File: src/rtl/fb_sweep_pkg.sv
package fb_sweep_pkg;

  typedef enum logic [1:0] {
    ST_IDLE  = 2'd0,
    ST_ARMED = 2'd1,
    ST_SWEEP = 2'd2
  } sweepState_t;

  // strobes from control to datapath
  typedef struct packed {
    logic clrAddr;
    logic advAddr;
  } dpCtrl_t;

endpackage

File: src/rtl/fb_sweep_datapath.sv
module fb_sweep_datapath
  import fb_sweep_pkg::*;
#(
  parameter int COORD_W = 8
) (
  input  logic                   clk,
  input  logic                   rst,
  input  dpCtrl_t                dpCtrl,
  output logic [COORD_W-1:0]     colAddr,
  output logic [COORD_W-1:0]     rowAddr,
  output logic [3*COORD_W-1:0]   pixWord,
  output logic                   lastPixel
);

  localparam logic [COORD_W-1:0] MAX_COORD = {COORD_W{1'b1}};

  logic colAtEnd;

  assign colAtEnd  = (colAddr == MAX_COORD);
  assign lastPixel = colAtEnd && (rowAddr == MAX_COORD);

  // raster counters: column is the fast axis
  always_ff @(posedge clk) begin
    if (rst || dpCtrl.clrAddr) begin
      colAddr <= '0;
      rowAddr <= '0;
    end else if (dpCtrl.advAddr) begin
      if (colAtEnd) begin
        colAddr <= '0;
        rowAddr <= rowAddr + 1'b1;
      end else begin
        colAddr <= colAddr + 1'b1;
      end
    end
  end

  // per-pixel source derived from the coordinates
  assign pixWord = {colAddr, rowAddr, colAddr ^ rowAddr};

  p_row_step_r6: assert property (@(posedge clk) disable iff (rst)
    (dpCtrl.advAddr && colAtEnd && !lastPixel) |=>
      (colAddr == '0) && (rowAddr == COORD_W'($past(rowAddr) + 1'b1)));

endmodule

File: src/rtl/fb_sweep_ctrl.sv
module fb_sweep_ctrl
  import fb_sweep_pkg::*;
(
  input  logic    clk,
  input  logic    rst,
  input  logic    startBtn,
  input  logic    busReady,
  input  logic    lastPixel,
  output logic    busReq,
  output logic    busWrite,
  output dpCtrl_t dpCtrl
);

  sweepState_t state, stateNext;
  logic        accepted;

  assign busReq   = (state == ST_SWEEP);
  assign busWrite = (state == ST_SWEEP);
  assign accepted = busReq && busReady;

  always_comb begin
    stateNext = state;
    unique case (state)
      ST_IDLE:  if (startBtn) stateNext = ST_ARMED;
      ST_ARMED: if (!startBtn) stateNext = ST_SWEEP;
      ST_SWEEP: if (accepted && lastPixel) stateNext = ST_IDLE;
      default:  stateNext = ST_IDLE;
    endcase
  end

  always_ff @(posedge clk) begin
    if (rst) state <= ST_IDLE;
    else     state <= stateNext;
  end

  always_comb begin
    dpCtrl.advAddr = accepted;
    dpCtrl.clrAddr = accepted && lastPixel;
  end

  p_held_no_req_r2: assert property (@(posedge clk) disable iff (rst)
    (!busReq && startBtn) |=> !busReq);

  p_start_on_release_r3: assert property (@(posedge clk) disable iff (rst)
    (state == ST_ARMED && !startBtn) |=> busReq);

  p_button_ignored_r9: assert property (@(posedge clk) disable iff (rst)
    (busReq && !(busReady && lastPixel)) |=> busReq);

endmodule

File: src/rtl/fb_sweep_initiator.sv
module fb_sweep_initiator
  import fb_sweep_pkg::*;
#(
  parameter int COORD_W = 8
) (
  input  logic                 clk,
  input  logic                 rst,
  input  logic                 startBtn,
  input  logic                 busReady,
  output logic                 busReq,
  output logic                 busWrite,
  output logic [COORD_W-1:0]   busCol,
  output logic [COORD_W-1:0]   busRow,
  output logic [3*COORD_W-1:0] busWrData
);

  localparam logic [COORD_W-1:0] MAX_COORD = {COORD_W{1'b1}};

  dpCtrl_t dpCtrl;
  logic    lastPixel;

  fb_sweep_ctrl u_ctrl (
    .clk      (clk),
    .rst      (rst),
    .startBtn (startBtn),
    .busReady (busReady),
    .lastPixel(lastPixel),
    .busReq   (busReq),
    .busWrite (busWrite),
    .dpCtrl   (dpCtrl)
  );

  fb_sweep_datapath #(.COORD_W(COORD_W)) u_dp (
    .clk      (clk),
    .rst      (rst),
    .dpCtrl   (dpCtrl),
    .colAddr  (busCol),
    .rowAddr  (busRow),
    .pixWord  (busWrData),
    .lastPixel(lastPixel)
  );

  p_hold_on_wait_r5: assert property (@(posedge clk) disable iff (rst)
    (busReq && !busReady) |=>
      ($stable(busCol) && $stable(busRow) && $stable(busWrData)));

  p_col_step_r6: assert property (@(posedge clk) disable iff (rst)
    (busReq && busReady && busCol != MAX_COORD) |=>
      (busCol == COORD_W'($past(busCol) + 1'b1)) && $stable(busRow));

  p_frame_end_r8: assert property (@(posedge clk) disable iff (rst)
    (busReq && busReady && busCol == MAX_COORD && busRow == MAX_COORD) |=>
      (!busReq && !busWrite && busCol == '0 && busRow == '0));

endmodule

File: config.mk
export PLATFORM = sky130hd
export DESIGN_NAME = fb_sweep_initiator
export DESIGN_NICKNAME = d
export VERILOG_FILES = /design/src/rtl/fb_sweep_pkg.sv /design/src/rtl/fb_sweep_datapath.sv /design/src/rtl/fb_sweep_ctrl.sv /design/src/rtl/fb_sweep_initiator.sv
export SDC_FILE = /design/constraint.sdc
export NUM_CORES = 1
export LEC_CHECK = 0
export BUFFER_PORTS_ARGS = -buffer_cell sky130_fd_sc_hd__buf_4
export CORE_MARGIN = 5
export CORE_UTILIZATION = 46
export DETAILED_ROUTE_END_ITERATION = 8
export PLACE_DENSITY = 0.78
export SETUP_SLACK_MARGIN = 0.2
export SYNTH_ARGS = -nofsm -noshare
export SYNTH_HDL_FRONTEND = slang
export SYNTH_SLANG_ARGS = --single-unit
File: constraint.sdc
create_clock -name clk -period 2.4 [get_ports clk]
set_input_delay 0.72 -clock clk [delete_from_list [all_inputs] [get_ports clk]]
set_output_delay 0.72 -clock clk [all_outputs]
set_load 0.01 [all_outputs]
==> flow_summary.toml, run 1 <==
[status]
outcome = "complete, no violations"

[critical_path]
worst_reg2reg_path_startpoint = "u_dp.colAddr[0]$_SDFFE_PP0P_"
cp_num_cells = 2
slowest_delay_ps = 390
cp.required_ps = 1680
worst_ep_arrival_time_ps = 1220
setup_crit_path_kind = "reg2out"
cp-end-kind = "output port"
cp_cell_sequence = "nor2b_1, buf_4"
critical_path_buf_inv_count = 1
crit_family = "flip-flops"
timing.critical_path.from_type = "flop"
crit_path_top_delay_cell = "sky130_fd_sc_hd__dfxtp_1"
crit_path_max_fanout = 6
timing.critical_path.from = "u_ctrl.state[1]$_SDFFE_PP0P_"
reg2reg_depth = 5

[route]
ant_nets = 0
routedWlPerCell_um = 13.00
drt_iter0_drc = 17
finalWirelength_um = 2366
drt_pre_antenna_iters = 4
vias_per_instance = 5.176
route.detailed.drc = 0
vias = 942

[timing]
drv_slew = 0
final-hold-violation-count = 0
period_needed_ps = 1941
fmax_mhz = 515.2
finalSetupViolations = 0
setup_skew_after_layout_ps = 4.195
rsz0062_at_grt = "false"
fin_crit_sh_pct = 80.87
worst_rel_slew_slack_pct = 73.50
tns_ps = 0
worst_setup_slack_final_ps = 459.1
timing_worst_slew_pin_value_ps = 394.2

[synthesis]
yosysTopAreaCell = "sky130_fd_sc_hd__dfxtp_1"
synth_top_area_share_pct = 33.88
synth.avg_cell_area_um2 = 8.441
netlist_instances = 126
netlist-cell-type-count = 32
yosysMostFrequentCell = "sky130_fd_sc_hd__dfxtp_1"
ys_warn_count = 0
ys_async_sr_fraction_pct = 0
synth_fp_nets = 132
synth.top_cells.by_count = "sky130_fd_sc_hd__dfxtp_1 (18), sky130_fd_sc_hd__buf_4 (17), sky130_fd_sc_hd__nor2_1 (13)"
synth_enable_flop_cells = 0
synth-main-ff-cell = "sky130_fd_sc_hd__dfxtp_1"
netlist_area_mm2 = 0.001064
number_of_register_bits_inferred_by_synthesis = 18
synth_area_leaders = "sky130_fd_sc_hd__dfxtp_1 (34%), sky130_fd_sc_hd__buf_4 (12%), sky130_fd_sc_hd__xor2_1 (8.2%)"
synth.yosys.seq_area_share_pct = 33.88

[cts]
post-cts-setup-buffers = 0
htree_levels = 1
root_driver = "sky130_fd_sc_hd__clkbuf_4"
tritoncts = "built"
clk_path_buf_depth = 2
clock_latency_ps = 290
post_cts_resize_count = 0
numClockSinks = 18
cts_hold_buffers = 0
clkTransAtPathRegs_ps = 100
numCtsBuffers = 3

[power]
powerDensity_mw_per_mm2 = 398.3
total_design_power_mw = 0.5308
ir_worst_vdd_uv = 328.9
p_leak_nw = 0.6146

[place]
placement.io_buffers = 45
place_hpwl_um = 1829
dp_slack_ps = 265.8
gp_congestion = 0.7470
place_inst = 178

[global_route]
grt_pass1_wl_um = 3946
pin_count_of_the_biggest_net_entering_global_routing = 14
initial_antenna_violation_count = 0
number_of_global_route_vias_before_repair = 889
grt.total_usage_pct = 14.63
grt_remaining_overflow = 0

[cells_and_area]
num_antenna_cells = 0
post_layout_cell_count = 182
fin_nets = 161
syn_to_final_growth_pct = 25.29
drive_gt1_share_pct = 36.36

[die]
row_count = 17
core_box_area_mm2 = 0.002212
die_w_um = 58.09
die_height_um = 58.09
floorplan.initialDensity_pct = 48.08
boundaryPins = 46
die_area_mm2 = 0.003374

[hold_path]
worstHoldPathCells = 1
hold_start = "u_ctrl.state[1]$_SDFFE_PP0P_"
timing.hold.worst.class = "reg2reg"

[job]
timing.max_cap.violations = 0
[worst reg2reg max path, delay by kind of cell (launching register included)]
kind                     cells  cell delay (ps)
AO/OA/AOI/OAI                1              150
adder cells (fa/ha/maj)      1              260
AND/OR/NAND/NOR              3             1000
flip-flops                   1              460
[worst paths after layout]
| path | end | slack (ps) |
|---|---|---|
| setup / recovery | busReq | 460 |
| hold / removal | u_ctrl.state[1]$_SDFFE_PP0P_ | 480 |
| setup reg to reg | u_dp.rowAddr[7]$_SDFFE_PP0P_ | 460 |
| hold reg to reg | u_ctrl.state[1]$_SDFFE_PP0P_ | 480 |
[routing by layer]
metal  track usage, %  part of all wire, %  wire [µm]  vias to the layer above
met1            18.21                   43       1010                      435
met3            2.227                  7.7        183                        2
met2            24.84                   49       1162                       38
met4            6.291                 0.42         10                        0
li1                 -                    -          -                      467
met5                0                    0          0                        -
[sequential cells by signal, indices dropped and copies added (netlist names)]
register	count
u_dp.rowAddr	8
u_dp.colAddr	8
u_ctrl.state	2
[area by class of cell]
cell class              instances  area (µm²)
inverters                       3       11.26
multi-input cells              82       536.8
repair buffers                 47       352.8
well taps                      28       35.03
clock buffers                   4       36.28
flip-flops and latches         18       360.3
fillers                       208       879.6
[through the flow]
| stage | instance area (µm²) | util [%] | hold WS (ps) |
|---|---|---|---|
| 4_1_cts | 1333 | 60.24 | 486.0 |
| 6_report | 1333 | 60.24 | 484.8 |
| 2_1_floorplan | 1064 | - | 432.0 |
| 3_5_place_dp | 1296 | 58.60 | 462.5 |
| 3_3_place_gp | 1296 | 58.60 | 454.9 |
| 5_1_grt | 1333 | 60.24 | 522.1 |
[report_power, final]
part / total [mW] / internal (mW) / switching (mW)
registers: 0.308 / 0.303 / 0.00574
clock network: 0.186 / 0.0924 / 0.0936
logic: 0.0363 / 0.0181 / 0.0182
[layout by cell type, fill, tap and decap left out]
cell type                  netlist  layout
sky130_fd_sc_hd__nor3b_1         2       2
sky130_fd_sc_hd__nand3b_1        1       1
sky130_fd_sc_hd__nor4_2          1       1
sky130_fd_sc_hd__xnor2_1         9       9
sky130_fd_sc_hd__nand4_1         2       2
sky130_fd_sc_hd__or4_1           1       1
sky130_fd_sc_hd__nor3_1          8       8
sky130_fd_sc_hd__nand3_1         8       8
sky130_fd_sc_hd__mux2i_1         1       1
sky130_fd_sc_hd__nand2_1         7       7
sky130_fd_sc_hd__buf_4          17      47
sky130_fd_sc_hd__ha_1            2       2
sky130_fd_sc_hd__mux2_2          1       1
sky130_fd_sc_hd__xor2_1         10      10
sky130_fd_sc_hd__a21oi_1         1       1
sky130_fd_sc_hd__nor2_1         13      13
sky130_fd_sc_hd__clkbuf_8        0       1
sky130_fd_sc_hd__and3_1          1       1
sky130_fd_sc_hd__o22ai_1         1       1
sky130_fd_sc_hd__nand2_2         1       1
sky130_fd_sc_hd__dfxtp_1        18      18
sky130_fd_sc_hd__or3_1           1       1
sky130_fd_sc_hd__clkbuf_4        0       3
sky130_fd_sc_hd__nand4_2         1       1
sky130_fd_sc_hd__a31o_2          1       1
sky130_fd_sc_hd__nor4_1          3       3
sky130_fd_sc_hd__a221o_1         1       1
sky130_fd_sc_hd__inv_1           3       3
sky130_fd_sc_hd__a31oi_1         1       1
sky130_fd_sc_hd__nor2b_1         3       3
sky130_fd_sc_hd__nand4b_1        1       1
[logic make-up after synthesis]
| logic type | after synthesis | share of synthesized area (%) |
|---|---|---|
| buffers and inverters | 26 | 15.65 |
| AND/OR/NAND/NOR | 54 | 27.06 |
| AO/OA/AOI/OAI | 5 | 3.412 |
| XOR/XNOR | 19 | 15.65 |
| adder cells (fa/ha/maj) | 2 | 2.353 |
| multiplexers | 2 | 2.000 |
| flip-flops | 18 | 33.88 |
(Power assumes the default switching activity.)
==> run 2, diff against run 1 <==
Settings changed: ABC_AREA set to 1, CORE_UTILIZATION 46 to 48.
Clock period 2.4 ns to 1.8 ns, I/O delays scaled along.
==> run 2 against run 1 <==
  * Clock-buffer cell count unchanged
  * Setup slack got worse by 270 ps
  * Cell area increased by 21%
  * Register-to-register slack got worse by 150 ps
  * Combinational power increased by 17%
  * Global-route usage grew 4.2 points
  * Wire length up 34%
  * Non-clock buffer count grew 9
  * Critical endpoint is now busWrData[0]
  * Largest power group unchanged
==> flow_summary.toml, run 2 <==
[status]
outcome = "complete, no violations"

[cts]
clock_latency_ps = 300
numCtsBuffers = 3
htree_levels = 1
numClockSinks = 18
clk_path_buf_depth = 2
root_driver = "sky130_fd_sc_hd__clkbuf_4"
clkTransAtPathRegs_ps = 120
tritoncts = "built"

[timing]
period_needed_ps = 1616
worst_rel_slew_slack_pct = 81.81
timing_worst_slew_pin_value_ps = 270.0
tns_ps = 0
rsz0062_at_grt = "true"
fmax_mhz = 618.9
fin_crit_sh_pct = 89.76
drv_slew = 0
finalSetupViolations = 0
setup_skew_after_layout_ps = 13.78
worst_setup_slack_final_ps = 184.2
final-hold-violation-count = 0

[power]
p_leak_nw = 0.7844
total_design_power_mw = 0.6949
ir_worst_vdd_uv = 456.9
powerDensity_mw_per_mm2 = 430.2

[cells_and_area]
num_antenna_cells = 0
layout.cells.most_common = "sky130_fd_sc_hd__buf_4"
multiInputGateArea_um2 = 635.6
fill_cell_total_of_the_finished_layout = 224
drive_gt1_share_pct = 50.00
post_layout_cell_count = 234
leading_cell_types_in_the_layout_fill_and_taps_excluded = "sky130_fd_sc_hd__buf_4 (54), sky130_fd_sc_hd__nand2_1 (42), sky130_fd_sc_hd__inv_1 (16)"
syn_to_final_growth_pct = 33.23
final-seq-area_um2 = 406.6
largestRegisters = "u_dp.colAddr: 8 flops, u_dp.rowAddr: 8 flops, u_ctrl.state: 2 flops"
fin_nets = 211

[synthesis]
synth_area_leaders = "sky130_fd_sc_hd__dfxtp_1 (30%), sky130_fd_sc_hd__nand2_1 (13%), sky130_fd_sc_hd__buf_4 (11%)"
synth_top_area_share_pct = 29.72
synth.avg_cell_area_um2 = 7.438
ys_async_sr_fraction_pct = 0
yosysMostFrequentCell = "sky130_fd_sc_hd__nand2_1"
synth.yosys.seq_area_share_pct = 29.72
netlist-cell-type-count = 26
netlist_area_mm2 = 0.001212
synth-main-ff-cell = "sky130_fd_sc_hd__dfxtp_1"
synth_enable_flop_cells = 0
yosysTopAreaCell = "sky130_fd_sc_hd__dfxtp_1"
number_of_register_bits_inferred_by_synthesis = 18
synth.top_cells.by_count = "sky130_fd_sc_hd__nand2_1 (42), sky130_fd_sc_hd__dfxtp_1 (18), sky130_fd_sc_hd__buf_4 (17), sky130_fd_sc_hd__inv_1 (17), sky130_fd_sc_hd__xor2_1 (11)"
netlist_instances = 163
synth_fp_nets = 169
ys_warn_count = 0

[critical_path]
crit_path_max_fanout = 2
crit_path_top_delay_cell = "sky130_fd_sc_hd__dfxtp_2"
worst_ep_arrival_time_ps = 1080
setup_crit_path_kind = "reg2out"
reg2reg_depth = 7
cp-end-kind = "output port"
worst_reg2reg_path_startpoint = "u_dp.colAddr[0]$_SDFFE_PP0P_"
worst_r2r_endpoint = "u_dp.rowAddr[4]$_SDFFE_PP0P_"
cp_cell_sequence = "buf_6, xor2_1, buf_4"
crit_family = "flip-flops"
slowest_delay_ps = 360
cp.required_ps = 1260
timing.critical_path.from_type = "flop"
timing.reg2reg.setup_slack_ps = 310
critical_path_buf_inv_count = 2

[route]
vias = 1178
drt_pre_antenna_iters = 4
finalWirelength_um = 3159
vias_per_instance = 5.034
route.detailed.drc = 0
drt_iter0_drc = 43
ant_nets = 0
routedWlPerCell_um = 13.50

[die]
row_count = 18
floorplan.initialDensity_pct = 49.39
die_height_um = 60.26
core_box_area_mm2 = 0.002455
die_area_mm2 = 0.003631
boundaryPins = 46
die_w_um = 60.26

[global_route]
pin_count_of_the_biggest_net_entering_global_routing = 15
number_of_global_route_vias_before_repair = 1156
initial_antenna_violation_count = 0
grt_pass1_wl_um = 5230
grt.total_usage_pct = 18.82
grt_remaining_overflow = 0

[hold_path]
timing.hold.worst.class = "in2reg"
worstHoldPathCells = 2
hold_start = "rst"
min_delay_worst_endpoint = "u_ctrl.state[0]$_SDFFE_PP0P_"

[place]
placement.io_buffers = 45
dp_slack_ps = 299.4
gp_congestion = 0.8156
place_inst = 221
place_hpwl_um = 2182

[job]
timing.max_cap.violations = 0
run 2: worst max path at each step:
stage                                 start                      endpoint  slack [ps]  cells past startpoint
2_1_floorplan  u_dp.colAddr[1]$_SDFFE_PP0P_  u_dp.colAddr[2]$_SDFFE_PP0P_         380                      7
3_3_place_gp   u_dp.colAddr[1]$_SDFFE_PP0P_  u_ctrl.state[1]$_SDFFE_PP0P_         360                      6
3_5_place_dp                       busReady  u_ctrl.state[1]$_SDFFE_PP0P_         300                      6
4_1_cts        u_dp.rowAddr[3]$_SDFFE_PP0P_                  busWrData[3]         170                      2
5_1_grt        u_dp.colAddr[0]$_SDFFE_PP0P_                  busWrData[0]         130                      3
6_report       u_dp.colAddr[0]$_SDFFE_PP0P_                  busWrData[0]         180                      3
run 2: kinds of logic after synthesis:
logic type / count (synthesis) / share of synthesized area (%)
buffers and inverters: 38 / 18.47
AO/OA/AOI/OAI: 15 / 8.462
adder cells (fa/ha/maj): 2 / 2.064
flip-flops: 18 / 29.72
XOR/XNOR: 11 / 7.946
AND/OR/NAND/NOR: 79 / 33.33
run 2: timing repair:
action / 4_1_cts / 5_1_grt
buffers inserted: 2 / 7
gates resized for setup: 14 / 17
gates cloned: 0 / 0
hold buffers: 0 / 0
endpoints found under the setup margin: 7 / 12
run 2: final cells by class:
class | instances | share of cell area (%)
clock buffer | 4 | 2.246
inverter | 19 | 4.415
multi-input combinational | 107 | 39.35
sequential | 18 | 25.17
tap | 30 | 2.324
timing repair buffer | 56 | 26.49
run 2: report_power, final:
group          switching (mW)  internal (mW)
sequential            0.00290          0.387
clock                   0.140          0.123
combinational          0.0252         0.0173
run 2: per-layer routing:
metal / part of all wire [%] / wire, µm / GRT usage [%]
met1: 38 / 1209 / 21.99
met2: 51 / 1609 / 32.72
met3: 8.4 / 264 / 4.320
met4: 2.4 / 76 / 7.595
met5: 0 / 0 / 0
run 2: metrics by stage:
stage / util [%] / hold slack [ps] / instance area [µm²]
finish: 65.80 / 382.7 / 1615
global route: 65.80 / 370.3 / 1615
CTS: 61.98 / 394.9 / 1521
detailed placement: 59.07 / 536.1 / 1450
global placement: 59.07 / 513.4 / 1450
floorplan: - / 497.2 / 1212
==> run 3, diff against run 2 <==
Settings changed: CORE_UTILIZATION 48 to 47, SYNTH_HIERARCHICAL set to 1.
==> run 3 against run 2 <==
  * First-iteration DRC count grew 9.3%
  * Register-to-register slack worse by 250 ps
  * Final cell count increased by 15%
  * Area after synthesis down 5.7%
  * Fmax shrank 7.3%
  * Setup slack lost 130 ps
  * Global-route usage grew 1.3 points
  * Clock power grew 2%
  * Clock-buffer cell count is the same
  * Critical path type is now reg2reg
  * Critical endpoint is now u_dp/rowAddr[6]$_SDFFE_PP0P_
  * Highest routed layer unchanged
==> flow_summary.toml, run 3 <==
[route]
drt_pre_antenna_iters = 4
vias_per_instance = 5.230
ant_nets = 0
route.met3.wl_um = 331
vias = 1407
topRoutingLayerUsed = "met4"
finalWirelength_um = 4547
drt_iter0_drc = 47
dr_wl_met2_um = 2307
route.detailed.drc = 0
wl_met1_um = 1714
routedWlPerCell_um = 16.90

[cts]
clkTransAtPathRegs_ps = 110
tritoncts = "built"
clk_path_buf_depth = 2
numCtsBuffers = 3
htree_levels = 1
cts_hold_buffers = 0
root_driver = "sky130_fd_sc_hd__clkbuf_4"
clock_latency_ps = 320
numClockSinks = 18

[global_route]
grt_remaining_overflow = 0
grt_pass1_wl_um = 5368
pin_count_of_the_biggest_net_entering_global_routing = 11
grt.total_usage_pct = 20.10
initial_antenna_violation_count = 0
number_of_global_route_vias_before_repair = 1211

[critical_path]
slowest_delay_ps = 390
cp-end-kind = "flop"
crit_path_max_fanout = 5
cp.required_ps = 2010
setup_crit_path_kind = "reg2reg"
crit_path_top_delay_cell = "sky130_fd_sc_hd__dfxtp_2"
cp_cell_sequence = "ha_4, nand2_4, nor2_4, nand2_2, nor2_4, inv_2, nor3_2, nor2_2, inv_2, buf_6, nor2_1"
timing.critical_path.from_type = "flop"
worst_ep_arrival_time_ps = 1950

[place]
place_hpwl_um = 2190
place_inst = 225
gp_congestion = 0.9138
placement_stage_cell_area_mm2 = 0.001480
placement.io_buffers = 45

[cells_and_area]
fill_cell_total_of_the_finished_layout = 99
largestRegisters = "u_dp/colAddr: 8 flops, u_dp/rowAddr: 8 flops, u_ctrl/state: 2 flops"
fin_nets = 248
syn_to_final_growth_pct = 79.21
leading_cell_types_in_the_layout_fill_and_taps_excluded = "sky130_fd_sc_hd__buf_4 (69), sky130_fd_sc_hd__buf_6 (28), sky130_fd_sc_hd__nand2_1 (23)"
post_layout_cell_count = 269
drive_gt1_share_pct = 64.73
num_antenna_cells = 0
finalInstanceArea_mm2 = 0.002049
final-seq-area_um2 = 389.1
multiInputGateArea_um2 = 668.1
layout.cells.most_common = "sky130_fd_sc_hd__buf_4"

[timing]
period_needed_ps = 1742
worst_rel_slew_slack_pct = 78.59
fin_crit_sh_pct = 96.80
final-hold-violation-count = 0
drv_slew = 0
rsz0062_at_grt = "true"
finalSetupViolations = 0
timing_worst_slew_pin_value_ps = 317.8
setup_skew_after_layout_ps = 7.984
fmax_mhz = 573.9

[synthesis]
yosysMostFrequentCell = "sky130_fd_sc_hd__nand2_1"
synth-main-ff-cell = "sky130_fd_sc_hd__dfxtp_1"
synth_enable_flop_cells = 0
ys_warn_count = 6
synth.yosys.seq_area_share_pct = 31.51
number_of_register_bits_inferred_by_synthesis = 18
netlist_area_mm2 = 0.001144
netlist-cell-type-count = 25
yosysTopAreaCell = "sky130_fd_sc_hd__dfxtp_1"
synth_fp_nets = 164
synth_top_area_share_pct = 31.51
ys_async_sr_fraction_pct = 0
synth.top_cells.by_count = "sky130_fd_sc_hd__nand2_1 (26), sky130_fd_sc_hd__nor2_1 (21), sky130_fd_sc_hd__inv_1 (19)"
synth.avg_cell_area_um2 = 7.238
netlist_instances = 158
synth_area_leaders = "sky130_fd_sc_hd__dfxtp_1 (32%), sky130_fd_sc_hd__buf_4 (12%), sky130_fd_sc_hd__nand2_1 (8.5%)"

[power]
powerDensity_mw_per_mm2 = 354.5
p_leak_nw = 1.025
ir_worst_vdd_uv = 558.1

[die]
die_height_um = 59.33
core_box_area_mm2 = 0.002276
boundaryPins = 46
die_w_um = 59.33
row_count = 17
floorplan.initialDensity_pct = 50.25
die_area_mm2 = 0.003519

[job]
timing.max_cap.violations = 0

[hold_path]
timing.hold.worst.class = "in2reg"

[status]
outcome = "complete, no violations"
run 3: worst paths after layout:
check,start,end,slack (ps),depth (start not counted)
worst max-delay path,u_dp/colAddr[1]$_SDFFE_PP0P_,u_dp/rowAddr[6]$_SDFFE_PP0P_,60,11
worst max register to register,u_dp/colAddr[1]$_SDFFE_PP0P_,u_dp/rowAddr[6]$_SDFFE_PP0P_,60,11
worst min register to register,u_ctrl/state[1]$_SDFFE_PP0P_,u_ctrl/state[0]$_SDFFE_PP0P_,450,1
worst min-delay path,rst,u_ctrl/state[1]$_SDFFE_PP0P_,380,2
run 3: layout make-up:
cell class                 instances  area share (%)
sequential                        18           18.99
inverter                          22           4.273
multi-input combinational        100           32.60
clock buffer                       4           1.770
timing repair buffer              97           40.66
tap                               28           1.709
run 3: power by group:
group / switching, mW / internal [mW] / total, mW
Clock: 0.143 / 0.124 / 0.267
Combinational: 0.0320 / 0.0276 / 0.0596
Sequential: 0.00328 / 0.397 / 0.400
run 3: critical path, delay by kind of cell (launching register included):
kind / cells / cell delay [ps]
buffers and inverters: 3 / 320
adder cells (fa/ha/maj): 1 / 180
AND/OR/NAND/NOR: 7 / 750
flip-flops: 1 / 390
run 3: cell families (layout without fill, tap and decap cells):
kind of cell	count (synthesis)	after routing	synth area share, %
xor+xnor	11	11	8.425
compound gates	16	16	8.206
simple gates	71	71	30.20
fa+ha+maj	2	2	2.188
flops	18	18	31.51
buf+inv	40	123	19.48
run 3: per-layer routing:
metal	up-vias	GRT usage, %
li1	635	-
met1	662	22.44
met2	88	34.63
met3	22	2.614
met4	0	14.24
met5	-	0
run 3: through the flow:
| step | util, % | power, mW | setup TNS [ps] | worst slack [ps] | hold slack (ps) |
|---|---|---|---|---|---|
| CTS | 77.08 | 0.7093 | 0 | 169.9 | 391.6 |
| global placement | 65.04 | 0.4526 | 0 | 73.73 | 428.8 |
| detailed placement | 65.04 | 0.4533 | 0 | 10.39 | 445.2 |
| finish | 90.05 | 0.7265 | 0 | 57.62 | 379.5 |
| floorplan | - | 0.4365 | 0 | 204.1 | 418.9 |
| global route | 90.05 | 0.7577 | -67.15 | -41.04 | 360.2 |
run 3: repair_timing:
action | 4_1_cts | 5_1_grt
endpoints found under the hold margin | 0 | 0
buffers inserted | 21 | 19
pin swaps | 6 | 17
gates resized for setup | 30 | 42
setup endpoints to repair | 21 | 37
